==> config.mk <==
export PLATFORM = sky130hd
export DESIGN_NAME = spiRegSlave
export DESIGN_NICKNAME = d
export VERILOG_FILES = /design/src/rtl/spiRegPkg.sv /design/src/rtl/spiRegCtrl.sv /design/src/rtl/spiRegDp.sv /design/src/rtl/spiRegSlave.sv
export SDC_FILE = /design/constraint.sdc
export NUM_CORES = 1
export LEC_CHECK = 0
export ABC_AREA = 1
export CORE_ASPECT_RATIO = 0.6
export CORE_MARGIN = 10
export CORE_UTILIZATION = 45
export CTS_CLUSTER_SIZE = 30
export DETAILED_ROUTE_END_ITERATION = 8
export DONT_BUFFER_PORTS = 1
export PLACE_DENSITY_LB_ADDON = 0.3
export SLEW_MARGIN = 5
export SYNTH_ARGS = -nofsm -noshare
export SYNTH_HDL_FRONTEND = slang
export SYNTH_SLANG_ARGS = --single-unit
==> constraint.sdc <==
create_clock -name clk -period 6.45 [get_ports clk]
set_input_delay 0.645 -clock clk [delete_from_list [all_inputs] [get_ports clk]]
set_output_delay 0.645 -clock clk [all_outputs]
set_load 0.01 [all_outputs]
==> src/rtl/spiRegPkg.sv <==
package spiRegPkg;
  parameter int ADDR_W     = 6;
  parameter int HDR_W      = 8;
  parameter int REG_W      = 16;
  parameter int FIFO_W     = 8;
  parameter int NUM_STROBE = 15;
  parameter int REG_BASE   = 16;
  parameter int NUM_REGS   = 33;
  parameter int TX_ADDR    = 62;
  parameter int RX_ADDR    = 63;
  localparam int CNT_W     = $clog2(REG_W);

  typedef enum logic [2:0] {K_STROBE, K_REG, K_TXF, K_RXF, K_NONE} kindT;
  typedef enum logic [1:0] {LD_ZERO, LD_REG, LD_RX} loadT;

  typedef struct packed {
    logic hdrShift;
    logic datShift;
    logic load;
    loadT loadSel;
    logic clrOut;
    logic regWe;
    logic push;
    logic pop;
    logic strobe;
  } ctlT;

  function automatic kindT decodeKind(input logic [ADDR_W-1:0] a);
    int v;
    v = int'(a);
    if (v < NUM_STROBE) return K_STROBE;
    if (v >= REG_BASE && v < REG_BASE + NUM_REGS) return K_REG;
    if (v == TX_ADDR) return K_TXF;
    if (v == RX_ADDR) return K_RXF;
    return K_NONE;
  endfunction
endpackage

==> src/rtl/spiRegCtrl.sv <==
module spiRegCtrl
  import spiRegPkg::*;
(
  input  logic             clk,
  input  logic             rstN,
  input  logic             csActive,
  input  logic             sclkRise,
  input  logic [HDR_W-1:0] hdr,
  output ctlT              ctl
);
  typedef enum logic [2:0] {S_HDR, S_DEC, S_DATA, S_COMMIT, S_SKIP} stateT;

  stateT            state;
  logic [CNT_W-1:0] cnt;
  logic [CNT_W-1:0] lastIdx;
  kindT             kind;
  logic             isWrite;
  kindT             hdrKind;
  logic             hdrRead;
  logic             ramSel;

  assign hdrKind = decodeKind(hdr[ADDR_W-1:0]);
  assign hdrRead = hdr[HDR_W-2];
  assign ramSel  = hdr[HDR_W-1];

  always_comb begin
    ctl = '0;
    if (!csActive) begin
      ctl.clrOut = 1'b1;
    end else begin
      unique case (state)
        S_HDR:  ctl.hdrShift = sclkRise;
        S_DEC: if (!ramSel) begin
          ctl.load = 1'b1;
          if (hdrKind == K_REG && hdrRead)      ctl.loadSel = LD_REG;
          else if (hdrKind == K_RXF && hdrRead) ctl.loadSel = LD_RX;
          else                                  ctl.loadSel = LD_ZERO;
          ctl.pop    = (hdrKind == K_RXF) && hdrRead;
          ctl.strobe = (hdrKind == K_STROBE);
        end
        S_DATA: ctl.datShift = sclkRise;
        S_COMMIT: begin
          ctl.regWe = (kind == K_REG) && isWrite;
          ctl.push  = (kind == K_TXF) && isWrite;
        end
        default: ;
      endcase
    end
  end

  always_ff @(posedge clk or negedge rstN) begin
    if (!rstN) begin
      state   <= S_HDR;
      cnt     <= '0;
      lastIdx <= '0;
      kind    <= K_NONE;
      isWrite <= 1'b0;
    end else if (!csActive) begin
      state <= S_HDR;
      cnt   <= '0;
    end else begin
      unique case (state)
        S_HDR: if (sclkRise) begin
          if (cnt == CNT_W'(HDR_W - 1)) begin
            cnt   <= '0;
            state <= S_DEC;
          end else begin
            cnt <= cnt + 1'b1;
          end
        end
        S_DEC: begin
          kind    <= hdrKind;
          isWrite <= ~hdrRead;
          lastIdx <= (hdrKind == K_TXF || hdrKind == K_RXF) ?
                     CNT_W'(FIFO_W - 1) : CNT_W'(REG_W - 1);
          if (ramSel)                    state <= S_SKIP;
          else if (hdrKind == K_STROBE)  state <= S_HDR;
          else                           state <= S_DATA;
        end
        S_DATA: if (sclkRise) begin
          if (cnt == lastIdx) begin
            cnt   <= '0;
            state <= S_COMMIT;
          end else begin
            cnt <= cnt + 1'b1;
          end
        end
        S_COMMIT: state <= S_HDR;
        default:  state <= S_SKIP;
      endcase
    end
  end
endmodule

==> src/rtl/spiRegDp.sv <==
module spiRegDp
  import spiRegPkg::*;
(
  input  logic                  clk,
  input  logic                  rstN,
  input  ctlT                   ctl,
  input  logic                  sdiS,
  input  logic [REG_W-1:0]      regRdData,
  input  logic [FIFO_W-1:0]     rxData,
  output logic [HDR_W-1:0]      hdr,
  output logic                  sdo,
  output logic [ADDR_W-1:0]     regAddr,
  output logic                  regWrEn,
  output logic [REG_W-1:0]      regWrData,
  output logic [NUM_STROBE-1:0] cmdStrobe,
  output logic                  txPush,
  output logic [FIFO_W-1:0]     txData,
  output logic                  rxPop
);
  logic [HDR_W-1:0]      hdrSr;
  logic [REG_W-1:0]      datSr;
  logic [REG_W-1:0]      outSr;
  logic [NUM_STROBE-1:0] strobeNext;

  for (genvar i = 0; i < NUM_STROBE; i++) begin : gStrobe
    assign strobeNext[i] = ctl.strobe && (hdrSr[ADDR_W-1:0] == ADDR_W'(i));
  end

  always_ff @(posedge clk or negedge rstN) begin
    if (!rstN) begin
      hdrSr     <= '0;
      datSr     <= '0;
      outSr     <= '0;
      regWrEn   <= 1'b0;
      txPush    <= 1'b0;
      rxPop     <= 1'b0;
      cmdStrobe <= '0;
    end else begin
      if (ctl.hdrShift) hdrSr <= {hdrSr[HDR_W-2:0], sdiS};
      if (ctl.datShift) datSr <= {datSr[REG_W-2:0], sdiS};
      if (ctl.clrOut) begin
        outSr <= '0;
      end else if (ctl.load) begin
        unique case (ctl.loadSel)
          LD_REG:  outSr <= regRdData;
          LD_RX:   outSr <= {rxData, {(REG_W-FIFO_W){1'b0}}};
          default: outSr <= '0;
        endcase
      end else if (ctl.datShift) begin
        outSr <= {outSr[REG_W-2:0], 1'b0};
      end
      regWrEn   <= ctl.regWe;
      txPush    <= ctl.push;
      rxPop     <= ctl.pop;
      cmdStrobe <= strobeNext;
    end
  end

  assign hdr       = hdrSr;
  assign sdo       = outSr[REG_W-1];
  assign regAddr   = hdrSr[ADDR_W-1:0];
  assign regWrData = datSr;
  assign txData    = datSr[FIFO_W-1:0];
endmodule

==> src/rtl/spiRegSlave.sv <==
module spiRegSlave
  import spiRegPkg::*;
#(
  parameter int SYNC_STAGES = 2
) (
  input  logic                  clk,
  input  logic                  rstN,
  input  logic                  sclk,
  input  logic                  csN,
  input  logic                  sdi,
  output logic                  sdo,
  output logic                  sdoOe,
  output logic [ADDR_W-1:0]     regAddr,
  output logic                  regWrEn,
  output logic [REG_W-1:0]      regWrData,
  input  logic [REG_W-1:0]      regRdData,
  output logic [NUM_STROBE-1:0] cmdStrobe,
  output logic                  txPush,
  output logic [FIFO_W-1:0]     txData,
  output logic                  rxPop,
  input  logic [FIFO_W-1:0]     rxData
);
  localparam int NSIG = 3;
  localparam logic [NSIG-1:0] SYNC_RST = 3'b010;

  logic [NSIG-1:0] rawIn;
  logic [NSIG-1:0] syncOut;
  logic            sclkPrev;
  logic            sclkRise;
  logic            csActive;
  ctlT             ctl;
  logic [HDR_W-1:0] hdr;

  assign rawIn = {sdi, csN, sclk};

  for (genvar g = 0; g < NSIG; g++) begin : gSync
    logic [SYNC_STAGES-1:0] chain;
    always_ff @(posedge clk or negedge rstN) begin
      if (!rstN) chain <= {SYNC_STAGES{SYNC_RST[g]}};
      else       chain <= {chain[SYNC_STAGES-2:0], rawIn[g]};
    end
    assign syncOut[g] = chain[SYNC_STAGES-1];
  end

  always_ff @(posedge clk or negedge rstN) begin
    if (!rstN) sclkPrev <= 1'b0;
    else       sclkPrev <= syncOut[0];
  end

  assign sclkRise = syncOut[0] & ~sclkPrev;
  assign csActive = ~syncOut[1];
  assign sdoOe    = csActive;

  spiRegCtrl u_ctrl (
    .clk(clk), .rstN(rstN), .csActive(csActive), .sclkRise(sclkRise),
    .hdr(hdr), .ctl(ctl)
  );

  spiRegDp u_dp (
    .clk(clk), .rstN(rstN), .ctl(ctl), .sdiS(syncOut[2]),
    .regRdData(regRdData), .rxData(rxData), .hdr(hdr), .sdo(sdo),
    .regAddr(regAddr), .regWrEn(regWrEn), .regWrData(regWrData),
    .cmdStrobe(cmdStrobe), .txPush(txPush), .txData(txData), .rxPop(rxPop)
  );
endmodule

==> results.ini <==
[status]
outcome = finished clean

[critical_path]
end_kind = flop
crit_type = flop to flop
reg2regPathDepth = 11
critPathArrivalTime_ps = 3080
worst-endpoint-required_ps = 6720
start_kind = flop
worstPathMaxFanout = 9

[finish]
area_growth_pct = 9.203
stdcell_count = 522
n_fill_cell = 716
drive_gt1_frac = 0.08959
final_util = 0.4994
finalNetCount = 440

[sta]
max_freq_ghz = 0.3559
worstMarginPinSlew_ps = 576.6
report.final.hold_viol_count = 0
drv_slew = 0
period_share = 0.4357
clock_skew_ps = 5.132
max_slew_margin = 0.6152
setup_ws_ps = 3640
min_period_ps = 2810
tns_ps = 0
rsz0062_at_grt = false
setup_violations = 0

[place]
place_ws_ps = 3681
placed_cells = 503
place.gp.congestion = 0.8395
dp.final_hpwl_um = 5635
portBuffers = 0

[pwr]
ir_drop_v = 0.0001364
cellPowerDensity_mw_per_mm2 = 309.9
power.leakage_nw = 1.881

[cts]
clkSinkCount = 78
cts-resized-gates = 0
cts_buffers = 9
cts_root_buf = clkbuf_16
cts_tree = done
post_cts_buffers = 0
clkTransAtPathRegs_ps = 60
hold_buffers = 2
clock_latency_ps = 330
ctsLongestPathBuffers = 2
h-tree-depth = 3

[floorplanning]
ioPinCount = 79
die_x_um = 134.9
core_area_mm2 = 0.007789
dieArea_mm2 = 0.01199
rows = 25
start_util = 0.4573
fp.dieH_um = 88.92

[detailed_routing]
drt_first_pass_iters = 4
drcViolationCount = 0
avgRoutedWirePerCell_um = 15.52
avgViaCountPerCell = 5.067
drt_iter0_markers = 231
via_count = 2645
routed_wl_um = 8100
ant_nets = 0

[job]
drv_cap = 0

[grt]
grt_pass1_wl_um = 13260
grt_pass1_vias = 2562
grt_max_degree = 53
antenna_found_initial = 1
grtUsageTotal = 0.1411
overflow = 0

[synth]
yosys.area.top_type = dfrtp_1
synth_top_area_frac = 0.5269
synth_edf_count = 0
syn_area_per_cell_um2 = 8.461
synth_most_common_cell = nand2_1
synth.area.top_cells = dfrtp_1, nand2_1, buf_4, inv_1, nor2_1
syn_area_mm2 = 0.003562
syn_inst = 421
async_flop_share = 1.000
synthTopCellsByCount = nand2_1, dfrtp_1, inv_1, nor2_1, o21ai_0
synth-main-ff-cell = dfrtp_1
ys_ff_latch = 78
ys_seq_area_frac = 0.5490
syn_nets = 453
ys_warn_count = 0
synth.distinct_cells = 30

[hold_path]
min_path_type = input port to asynchronous set/reset pin

==> power by group <==
part / internal (mW) / total (mW) / switching, mW
combinational: 0.0315 / 0.112 / 0.0801
clock: 0.347 / 0.535 / 0.188
sequential: 0.521 / 0.558 / 0.0373
==> metrics by stage <==
stage	hold WS, ps	power [mW]	area (µm²)
2_1_floorplan	331.2	0.6508	3562
3_3_place_gp	336.7	0.6617	3516
3_5_place_dp	335.5	0.6656	3516
4_1_cts	119.8	1.220	3887
5_1_grt	119.7	1.264	3890
6_report	131.9	1.206	3890
==> layer usage <==
layer | track usage | up-vias | routed length [µm]
li1 | - | 1292 | -
met1 | 0.1835 | 1275 | 3860
met2 | 0.2076 | 76 | 3568
met3 | 0.06510 | 2 | 639
met4 | 0.03736 | 0 | 31
met5 | 0 | - | 0
==> cell usage in the layout (no fill, tap or decap) <==
cell,Yosys,layout
xor2_1,1,1
inv_2,3,3
clkinv_2,0,2
ha_1,3,3
inv_1,34,34
nor4_1,1,1
dfrtp_1,75,75
o21ai_1,7,7
nor2_4,3,3
nand4_1,11,11
nand4_2,1,1
nand3_4,1,1
buf_16,0,1
a21oi_1,16,16
clkbuf_16,0,9
o21ai_0,21,21
nand3_1,17,17
o2111ai_1,1,1
or2_2,1,1
xnor2_1,1,1
nor2_2,3,3
clkinvlp_4,0,2
nand3_2,2,2
dfstp_2,3,3
clkbuf_8,0,1
o21a_1,1,1
inv_4,1,1
nor3_1,5,5
diode_2,0,1
nand2_1,152,152
buf_12,0,1
bufinv_16,0,2
nor2_1,30,30
nand2_4,1,1
==> critical path: stages, from the launching register on <==
cell and delay [ps]:
dfrtp_1 510, nand2_1 200, nor2_1 120, nand2_1 140, o21ai_1 300, nand4_1 200
ha_1 430, nor2_1 480, nand4_1 170, nand2_1 90, nand2_1 50, nand2_1 50
==> path summary, 6_finish.rpt <==
path	from	endpoint	slack [ps]
min in group clk	csN	gSync[1].chain[0]	310
max in group asynchronous	rstN	u_dp.cmdStrobe[11]	6060
setup / recovery	u_dp.hdr[2]	u_dp.outSr[5]	3640
setup reg to reg	u_dp.hdr[2]	u_dp.outSr[5]	3640
hold reg to reg	gSync[0].chain[0]	gSync[0].chain[1]	350
hold / removal	rstN	u_dp.outSr[10]	130
==> sequential cells by signal, indices dropped and copies added, names as in the netlist, 2 cells and up <==
name / cells
gSync.chain: 6
u_ctrl.cnt: 4
u_ctrl.kind: 3
u_ctrl.lastIdx: 2
u_ctrl.state: 3
u_dp.cmdStrobe: 15
u_dp.hdr: 8
u_dp.outSr: 16
u_dp.regWrData: 16
==> cell families (layout without fill, tap and decap cells) <==
logic type               count (synthesis)  in the layout  synth area share
AND/OR/NAND/NOR                        228            228            0.2775
flip-flops                              78             78            0.5490
buffers and inverters                   64             56           0.09167
AO/OA/AOI/OAI                           46             46           0.06639
adder cells (fa/ha/maj)                  3              3           0.01054
XOR/XNOR                                 2              2          0.004918
other                                    0              1                 0
==> area by class of cell <==
class,count,area (µm²),area share
antenna,1,2.502,0.0006433
timing repair buffer,2,47.55,0.01222
multi-input combinational,279,1280,0.3290
clock buffer,10,239.0,0.06143
tap,108,135.1,0.03474
inverter,38,145.1,0.03731
clock inverter,6,85.08,0.02187
sequential,78,1956,0.5027
(Power assumes the default switching activity.)
